## config.mk

```make
export PLATFORM = sky130hd
export DESIGN_NAME = mc16_core
export DESIGN_NICKNAME = d
export VERILOG_FILES = /design/src/rtl/mc16_pkg.sv /design/src/rtl/mc16_regfile.sv /design/src/rtl/mc16_alu.sv /design/src/rtl/mc16_ctrl.sv /design/src/rtl/mc16_core.sv
export SDC_FILE = /design/constraint.sdc
export NUM_CORES = 1
export LEC_CHECK = 0
export ABC_CLOCK_PERIOD_IN_PS = 7300
export CAP_MARGIN = 30
export CELL_PAD_IN_SITES_DETAIL_PLACEMENT = 0
export CELL_PAD_IN_SITES_GLOBAL_PLACEMENT = 2
export CORE_MARGIN = 5
export CORE_UTILIZATION = 25
export CTS_CLUSTER_SIZE = 20
export DETAILED_ROUTE_END_ITERATION = 12
export DONT_BUFFER_PORTS = 1
export GPL_TIMING_DRIVEN = 1
export PLACE_DENSITY_LB_ADDON = 0.2
export SLEW_MARGIN = 10
export SYNTH_ARGS = -nofsm -noshare
export SYNTH_HDL_FRONTEND = slang
export SYNTH_HIERARCHICAL = 1
export SYNTH_SLANG_ARGS = --single-unit
```

## constraint.sdc

```tcl
create_clock -name clk -period 7.3 [get_ports clk]
set_input_delay 1.825 -clock clk [delete_from_list [all_inputs] [get_ports clk]]
set_output_delay 1.825 -clock clk [all_outputs]
set_load 0.02 [all_outputs]
```

## src/rtl/mc16_pkg.sv

```systemverilog
package mc16_pkg;
  localparam int OPW = 3;

  typedef enum logic [OPW-1:0] {
    OP_MV   = 3'b000,
    OP_MVI  = 3'b001,
    OP_ADD  = 3'b010,
    OP_SUB  = 3'b011,
    OP_LD   = 3'b100,
    OP_ST   = 3'b101,
    OP_MVNZ = 3'b110,
    OP_RSV  = 3'b111
  } op_e;

  typedef enum logic [2:0] {
    S_FETCH,
    S_F1,
    S_F2,
    S_EXEC,
    S_D1,
    S_D2,
    S_ST
  } state_e;
endpackage

```

## src/rtl/mc16_regfile.sv

```systemverilog
module mc16_regfile #(
  parameter int DW   = 16,
  parameter int NREG = 8,
  localparam int AW  = $clog2(NREG)
) (
  input  logic          clk,
  input  logic          rst_n,
  input  logic          we,
  input  logic [AW-1:0] waddr,
  input  logic [DW-1:0] wdata,
  input  logic          pc_inc,
  input  logic [AW-1:0] raddr_x,
  input  logic [AW-1:0] raddr_y,
  output logic [DW-1:0] rdata_x,
  output logic [DW-1:0] rdata_y,
  output logic [DW-1:0] pc
);
  logic [DW-1:0] regs [NREG];

  for (genvar i = 0; i < NREG; i++) begin : g_reg
    if (i == NREG - 1) begin : g_pc
      // a direct write outranks the increment
      always_ff @(posedge clk) begin
        if (!rst_n)                        regs[i] <= '0;
        else if (we && waddr == AW'(i))    regs[i] <= wdata;
        else if (pc_inc)                   regs[i] <= regs[i] + DW'(1);
      end
    end else begin : g_gp
      always_ff @(posedge clk) begin
        if (!rst_n)                        regs[i] <= '0;
        else if (we && waddr == AW'(i))    regs[i] <= wdata;
      end
    end
  end

  assign rdata_x = regs[raddr_x];
  assign rdata_y = regs[raddr_y];
  assign pc      = regs[NREG-1];


  pc_step_chk: assert property (@(posedge clk) disable iff (!rst_n)
    (pc_inc && !(we && waddr == AW'(NREG-1))) |=> regs[NREG-1] == $past(regs[NREG-1]) + DW'(1));
endmodule

```

## src/rtl/mc16_alu.sv

```systemverilog
module mc16_alu #(
  parameter int DW = 16
) (
  input  logic [DW-1:0] a,
  input  logic [DW-1:0] b,
  input  logic          sub,
  output logic [DW-1:0] y
);
  always_comb y = sub ? (a - b) : (a + b);
endmodule

```

## src/rtl/mc16_ctrl.sv

```systemverilog
module mc16_ctrl
  import mc16_pkg::*;
#(
  parameter int DW   = 16,
  parameter int NREG = 8,
  localparam int AW  = $clog2(NREG),
  localparam int IRW = OPW + 2 * AW
) (
  input  logic          clk,
  input  logic          rst_n,
  input  logic          run,
  input  logic [DW-1:0] mem_rdata,
  input  logic [DW-1:0] rx_val,
  input  logic [DW-1:0] ry_val,
  input  logic [DW-1:0] alu_y,
  input  logic [DW-1:0] pc,
  output logic [DW-1:0] mem_addr,
  output logic [DW-1:0] mem_wdata,
  output logic          mem_we,
  output logic          done,
  output logic          rf_we,
  output logic [AW-1:0] rf_waddr,
  output logic [DW-1:0] rf_wdata,
  output logic          pc_inc,
  output logic [AW-1:0] raddr_x,
  output logic [AW-1:0] raddr_y,
  output logic          alu_sub
);
  state_e        state;
  logic [IRW-1:0] ir_q;
  logic [DW-1:0] g_q, addr_q, wdat_q;
  logic          we_q, done_q;
  op_e           op;

  assign op       = op_e'(ir_q[IRW-1 -: OPW]);
  assign raddr_x  = ir_q[IRW-OPW-1 -: AW];
  assign raddr_y  = ir_q[IRW-OPW-AW-1 -: AW];
  assign rf_waddr = raddr_x;
  assign alu_sub  = (op == OP_SUB);

  always_comb begin
    rf_we    = 1'b0;
    rf_wdata = ry_val;
    pc_inc   = 1'b0;
    case (state)
      S_FETCH: pc_inc = run;
      S_EXEC: begin
        case (op)
          OP_MV:          rf_we = 1'b1;
          OP_ADD, OP_SUB: begin rf_we = 1'b1; rf_wdata = alu_y; end
          OP_MVNZ:        rf_we = (g_q != '0);
          OP_MVI:         pc_inc = 1'b1;
          default:        rf_we = 1'b0;
        endcase
      end
      S_D2: begin rf_we = 1'b1; rf_wdata = mem_rdata; end
      default: rf_we = 1'b0;
    endcase
  end

  always_ff @(posedge clk) begin
    if (!rst_n) begin
      state  <= S_FETCH;
      ir_q   <= '0;
      g_q    <= '0;
      addr_q <= '0;
      wdat_q <= '0;
      we_q   <= 1'b0;
      done_q <= 1'b0;
    end else begin
      done_q <= 1'b0;
      case (state)
        S_FETCH: if (run) begin addr_q <= pc; state <= S_F1; end
        S_F1:    state <= S_F2;
        S_F2:    begin ir_q <= mem_rdata[DW-1 -: IRW]; state <= S_EXEC; end
        S_EXEC: begin
          case (op)
            OP_ADD, OP_SUB: begin g_q <= alu_y; done_q <= 1'b1; state <= S_FETCH; end
            OP_MVI: begin addr_q <= pc; state <= S_D1; end
            OP_LD:  begin addr_q <= ry_val; state <= S_D1; end
            OP_ST:  begin addr_q <= ry_val; wdat_q <= rx_val; we_q <= 1'b1; state <= S_ST; end
            default: begin done_q <= 1'b1; state <= S_FETCH; end
          endcase
        end
        S_D1:    state <= S_D2;
        S_D2:    begin done_q <= 1'b1; state <= S_FETCH; end
        S_ST:    begin we_q <= 1'b0; done_q <= 1'b1; state <= S_FETCH; end
        default: state <= S_FETCH;
      endcase
    end
  end

  assign mem_addr  = addr_q;
  assign mem_wdata = wdat_q;
  assign mem_we    = we_q;
  assign done      = done_q;


  done_pulse_chk: assert property (@(posedge clk) disable iff (!rst_n)
    done |=> !done);

  store_once_chk: assert property (@(posedge clk) disable iff (!rst_n)
    mem_we |=> (!mem_we && done));

  run_gate_chk: assert property (@(posedge clk) disable iff (!rst_n)
    (state == S_FETCH && !run) |=> (state == S_FETCH && $stable(mem_addr)));

  g_hold_chk: assert property (@(posedge clk) disable iff (!rst_n)
    !(state == S_EXEC && (op == OP_ADD || op == OP_SUB)) |=> $stable(g_q));
endmodule

```

## src/rtl/mc16_core.sv

```systemverilog
module mc16_core #(
  parameter int DW   = 16,
  parameter int NREG = 8
) (
  input  logic          clk,
  input  logic          rst_n,
  input  logic          run,
  input  logic [DW-1:0] mem_rdata,
  output logic [DW-1:0] mem_addr,
  output logic [DW-1:0] mem_wdata,
  output logic          mem_we,
  output logic          done
);
  localparam int AW = $clog2(NREG);

  logic          rf_we, pc_inc, alu_sub;
  logic [AW-1:0] rf_waddr, raddr_x, raddr_y;
  logic [DW-1:0] rf_wdata, rx_val, ry_val, pc, alu_y;

  mc16_regfile #(.DW(DW), .NREG(NREG)) u_rf (
    .clk(clk), .rst_n(rst_n), .we(rf_we), .waddr(rf_waddr), .wdata(rf_wdata),
    .pc_inc(pc_inc), .raddr_x(raddr_x), .raddr_y(raddr_y),
    .rdata_x(rx_val), .rdata_y(ry_val), .pc(pc)
  );

  mc16_alu #(.DW(DW)) u_alu (
    .a(rx_val), .b(ry_val), .sub(alu_sub), .y(alu_y)
  );

  mc16_ctrl #(.DW(DW), .NREG(NREG)) u_ctrl (
    .clk(clk), .rst_n(rst_n), .run(run), .mem_rdata(mem_rdata),
    .rx_val(rx_val), .ry_val(ry_val), .alu_y(alu_y), .pc(pc),
    .mem_addr(mem_addr), .mem_wdata(mem_wdata), .mem_we(mem_we), .done(done),
    .rf_we(rf_we), .rf_waddr(rf_waddr), .rf_wdata(rf_wdata), .pc_inc(pc_inc),
    .raddr_x(raddr_x), .raddr_y(raddr_y), .alu_sub(alu_sub)
  );
endmodule

```

**Word level (Yosys, flattened, before mapping)**

Memory sizes are Yosys's and may differ from the RTL's. A register that Yosys moved wholly into a read port is not among the register bits.
Index checks and enable logic that the tools add are counted.

- Register bits after elaboration: 62
- Latch bits: 0
- Bits in writable memories: 128
- ROM bits: 0
- Input port bits: 19
- Output and inout bits: 34
- Word-level logic and storage cells: 125
- Memories kept: 1

- $add $sub $neg: 3
- $mul: 0
- Divide/modulo/power cells: 0
- $lt $le $gt $ge: 0
- Equal/unequal tests: 22
- Shift operators: 0
- Muxes and demuxes: 59
- Bitwise logic cells: 9
- Reduce and logical (&&, ||, !) cells: 24

Memory list:

| name | depth | width | rd ports | clocked after Yosys merged registers in | write ports | RTL line | RTL |
|---|---|---|---|---|---|---|---|
| u_rf.regs | 8 | 16 | 3 | 2 | 8 | mc16_regfile.sv:18 | `logic [DW-1:0] regs [NREG];` |

Operators by type and width:

| operator | number |
|---|---|
| $mux W16 | 12 |
| $pmux W16 S2 | 3 |
| $mux W1 | 32 |
| $eq A3 B3 Y1 const B | 10 |
| $eq A3 B2 Y1 const B | 6 |
| $add A16 B1 Y16 const B | 1 |
| $add A16 B16 Y16 | 1 |
| $reduce_bool A16 Y1 | 1 |
| $sub A16 B16 Y16 | 1 |
| $mux W3 | 5 |
| $pmux W3 S5 | 1 |
| $pmux W1 S2 | 5 |
| $eq A3 B1 Y1 const B | 3 |
| $logic_not A3 Y1 | 3 |
| $or A1 B1 Y1 | 9 |
| $logic_and A1 B1 Y1 | 8 |
| $reduce_or A2 Y1 | 4 |
| $pmux W3 S2 | 1 |
| $reduce_and A2 Y1 | 3 |
| $reduce_or A3 Y1 | 2 |
| $reduce_bool A2 Y1 | 2 |
| $ne A3 B2 Y1 const B | 1 |
| $reduce_and A3 Y1 | 1 |
| $ne A2 B1 Y1 const B | 1 |
| $ne A2 B2 Y1 const B | 1 |

**Logic depth before layout (Yosys ltp)**

- Depth in word-level cells: 10
- Mapped depth: 23
- Depth with buffers taken out: 20

**Hierarchy**

The synthesis kept the hierarchy.

By module, submodules not included:

| module | times used | cells each | area each (sq um) | seq. area each (sq um) |
|---|---|---|---|---|
| mc16_regfile | 1 | 463 | 7315.8 | 3843.7 |
| mc16_ctrl | 1 | 352 | 2832.7 | 1241.2 |
| mc16_alu | 1 | 136 | 989.7 | 0.0 |

**Least setup slack after synthesis**

No wires, ideal clock.

- Kind: register to register
- Start: register, netlist name u_ctrl/ir_q[0]
- End: memory u_rf.regs[0][12] (data pin)
- Library setup time: 0.255 ns
- Data arrival time: 4.163 ns
- Required time: 7.045 ns
- Setup slack: 2.882 ns
- Stages on the path, launching flop included: 22
- Path buffers: 3
- Clock period less this slack: 4.418 ns
- Cells stage by stage: dfxtp_1 buf_4 buf_6 buf_6 mux4_1 mux2_2 inv_1 ha_1 nand2b_1 or4_1 nor3_1 nor2_1 xnor2_1 ha_1 nand2_1 o22a_2 or3_1 a31oi_1 xnor2_1 nand2_1 nand3_1 and2_1

RTL lines:

| item | RTL line |
|---|---|
| end: declaration | mc16_regfile.sv:18 |

==> metrics.yaml <==
grt_pass1_vias: 7514
status: "completed"
gp_congestion: 0.7837
p_per_area_nw_per_um2: 216.1
io_pins: 53
cts_tree: "yes"
path_cells: "mux4_1 -> mux2_2 -> inv_1 -> ha_1 -> nand2b_1 -> or4_1 -> nor3_1 -> nor2_1 -> xnor2_1 -> ha_1 -> nand4_1 -> o22a_2 -> or3_1 -> a31oi_1 -> xnor2_1 -> nand2_1 -> nand3_1 -> nand2_1 -> o21ai_1"
criticalPathCategory: "reg -> reg"
syn_inst: 951
grt_max_degree: 46
crit_fanout: 23
max_slew_margin_pct: 34.57
cpPeakStageDelay_ns: 0.80
hpwl_um: 26110
p_sw_share_pct: 30.93
seq_area_um2: 5087
fin_total_pwr_w: 0.002661
cp_slowest_cell: "dfxtp_2"
power_leakage_nw: 4.349
p_seq_share_pct: 47.1
seq_area_frac_synth_pct: 45.65
core-area_um2: 44120
area_growth_pct: 10.57
num_antenna_cells: 0
cts_hold_buf: 0
finClkSkew_ns: 0.01768
cts_resized: 0
clk-insertion-delay-late_ns: 0.47
nFillCells: 4637
die_w_um: 221.1
grt_pass1_wl_um: 53390
async_flop_share_pct: 0
worstMarginPinSlew_ns: 0.9801
layout_common_cells: "edfxtp_1 (128), nand2_1 (125), and2_1 (114), mux4_1 (64), dfxtp_1 (60)"
cts-root-buf: "clkbuf_16"
yosys.cell_types.count: 62
period_share_pct: 75.49
postSynthAreaPerCell_um2: 11.71
clock_sinks: 190
drtAntennaViolNets: 0
drc_errors: 0
synth_edf_count: 128
p_int_w: 0.001838
vias: 7335
report.final.slew_viol_count: 0
grt_use_total_pct: 14.69
htreeDepth: 4
die_h_um: 221.1
drt-total-wl_um: 36350
crit_required_ns: 7.60
post_cts_buffers: 0
finalCriticalPeriod_ns: 5.511
fin_cells: 1539
grt_remaining_overflow: 0
syn_nets: 988
ys.flop_type: "edfxtp_1"
p_clk_share_pct: 35.1
numPortBuffers: 0
endpoint_kind: "register"
antenna_found_initial: 0
place_inst: 1504
pwr-share-comb_pct: 17.8
wl_per_cell_um: 23.62
netlist_area_um2: 11140
post-place-ws_ns: 1.729
layout_commonest_cell: "edfxtp_1"
fp-row-count: 77
dieArea_um2: 48870
path_clk_slew_ns: 0.08
maxCapViolations: 0
start_kind: "register"
vdd_drop_max_uv: 165.9
viasPerCell: 4.766
yosys_warnings: 6
holdCritPathClass: "reg -> reg"
firstDrtPassIters: 4
finalHoldViolCount: 0
layout-drive-gt1-share_pct: 11.93
cts-buffers-inserted: 17
drtIter0Drc: 407
fmax_mhz: 181.5
switchingPower_w: 0.0008231
nNetsFinal: 971
rsz0062_at_grt: "false"
setup_violations: 0
arrival_ns: 5.81
multiInputGateArea_um2: 5623
clk_path_buf_depth: 2
ys_ff_latch: 190
fin_ws_ns: 1.789
final.setup.tns_ns: 0
start_util_pct: 25.24
[final cells by class]
type                            instances  share of cell area [%]
Multi-Input combinational cell        684                   45.66
Sequential cell                       190                   41.31
Clock inverter                         15                   1.209
Clock buffer                           17                   3.454
Tap cell                              592                   6.014
Timing Repair Buffer                   25                   1.869
Inverter                               16                  0.4877
[worst paths after layout]
path / start / end / slack (ns) / cells after the start
worst min-delay path: u_ctrl/g_q[4] / u_ctrl/g_q[4] / 0.46 / 2
worst max-delay path: u_ctrl/ir_q[0] / u_rf/regs[7][12] / 1.79 / 19
worst max register to register: u_ctrl/ir_q[0] / u_rf/regs[7][12] / 1.79 / 19
worst min register to register: u_ctrl/g_q[4] / u_ctrl/g_q[4] / 0.46 / 2
[logic make-up (layout without fill, tap and decap cells)]
logic type | count (synthesis) | count (layout) | share of synthesized area (%)
compound gates | 125 | 125 | 6.740
xor+xnor | 43 | 43 | 3.381
fa+ha+maj | 18 | 18 | 2.089
buf+inv | 77 | 73 | 3.977
flops | 190 | 190 | 45.65
mux | 122 | 122 | 20.67
simple gates | 376 | 376 | 17.49
[through the flow]
step                hold WS, ns  area, um^2  utilization (%)
floorplan                0.4360       11140                -
CTS                      0.4589       12270            27.80
finish                   0.4589       12320            27.91
global placement         0.4476       11660            26.43
detailed placement       0.4480       11690            26.50
global route             0.4744       12320            27.91
[power by group through the flow]
stage	Clock [W]	Combinational [W]	Sequential, W
after global placement	0	0.000480	0.00128
after CTS	0.000968	0.000471	0.00126
final	0.000934	0.000473	0.00125
after global routing	0.00101	0.000518	0.00126
after floorplan	0	0.000355	0.00125
after detailed placement	0	0.000468	0.00128
[registers in the layout, indices dropped and copies added (netlist names)]
register and flops:
u_ctrl/mem_wdata 16, u_ctrl/state 3, u_ctrl/mem_we 1, u_ctrl/g_q 16, u_ctrl/mem_addr 16, u_rf/regs 128, u_ctrl/ir_q 9, u_ctrl/done 1
[Yosys cell counts, drive strengths merged, types with 5 or more instances]
cell type	instances	share of area, %
nand2	125	4.2
a31oi	21	1.2
nand2b	11	0.62
edfxtp	128	35
and2	114	6.4
nand4	6	0.34
dfxtp	62	11
inv	16	0.54
mux2	32	3.2
nor2	57	2.1
o21ai	47	2.2
mux4	64	15
nand3	24	1.2
nor4	10	0.56
nor3	10	0.54
buf	40	2.7
nand3b	5	0.45
a21oi	38	1.7
xor2	7	0.55
ha	17	1.9
clkbuf	21	0.75
mux2i	26	2.3
xnor2	36	2.8
[critical path: cells and delay by family (launching register included)]
kind	cells	cell delay (ns)
AOI/OAI and AO/OA	3	0.55
xor gates and xnor gates	2	0.36
adders and majority gates	2	0.56
buffers and inverters	1	0.08
DFF	1	0.80
muxes	2	0.97
and+or+nand+nor	9	2.03
[layer usage]
metal	up-vias	track usage [%]	routed length [um]
met5	-	0	0
met2	111	25.59	18290
met4	0	3.541	413
met1	3708	19.49	16870
met3	22	1.895	773
li1	3494	-	-
Power figures use the tool's default switching activity.
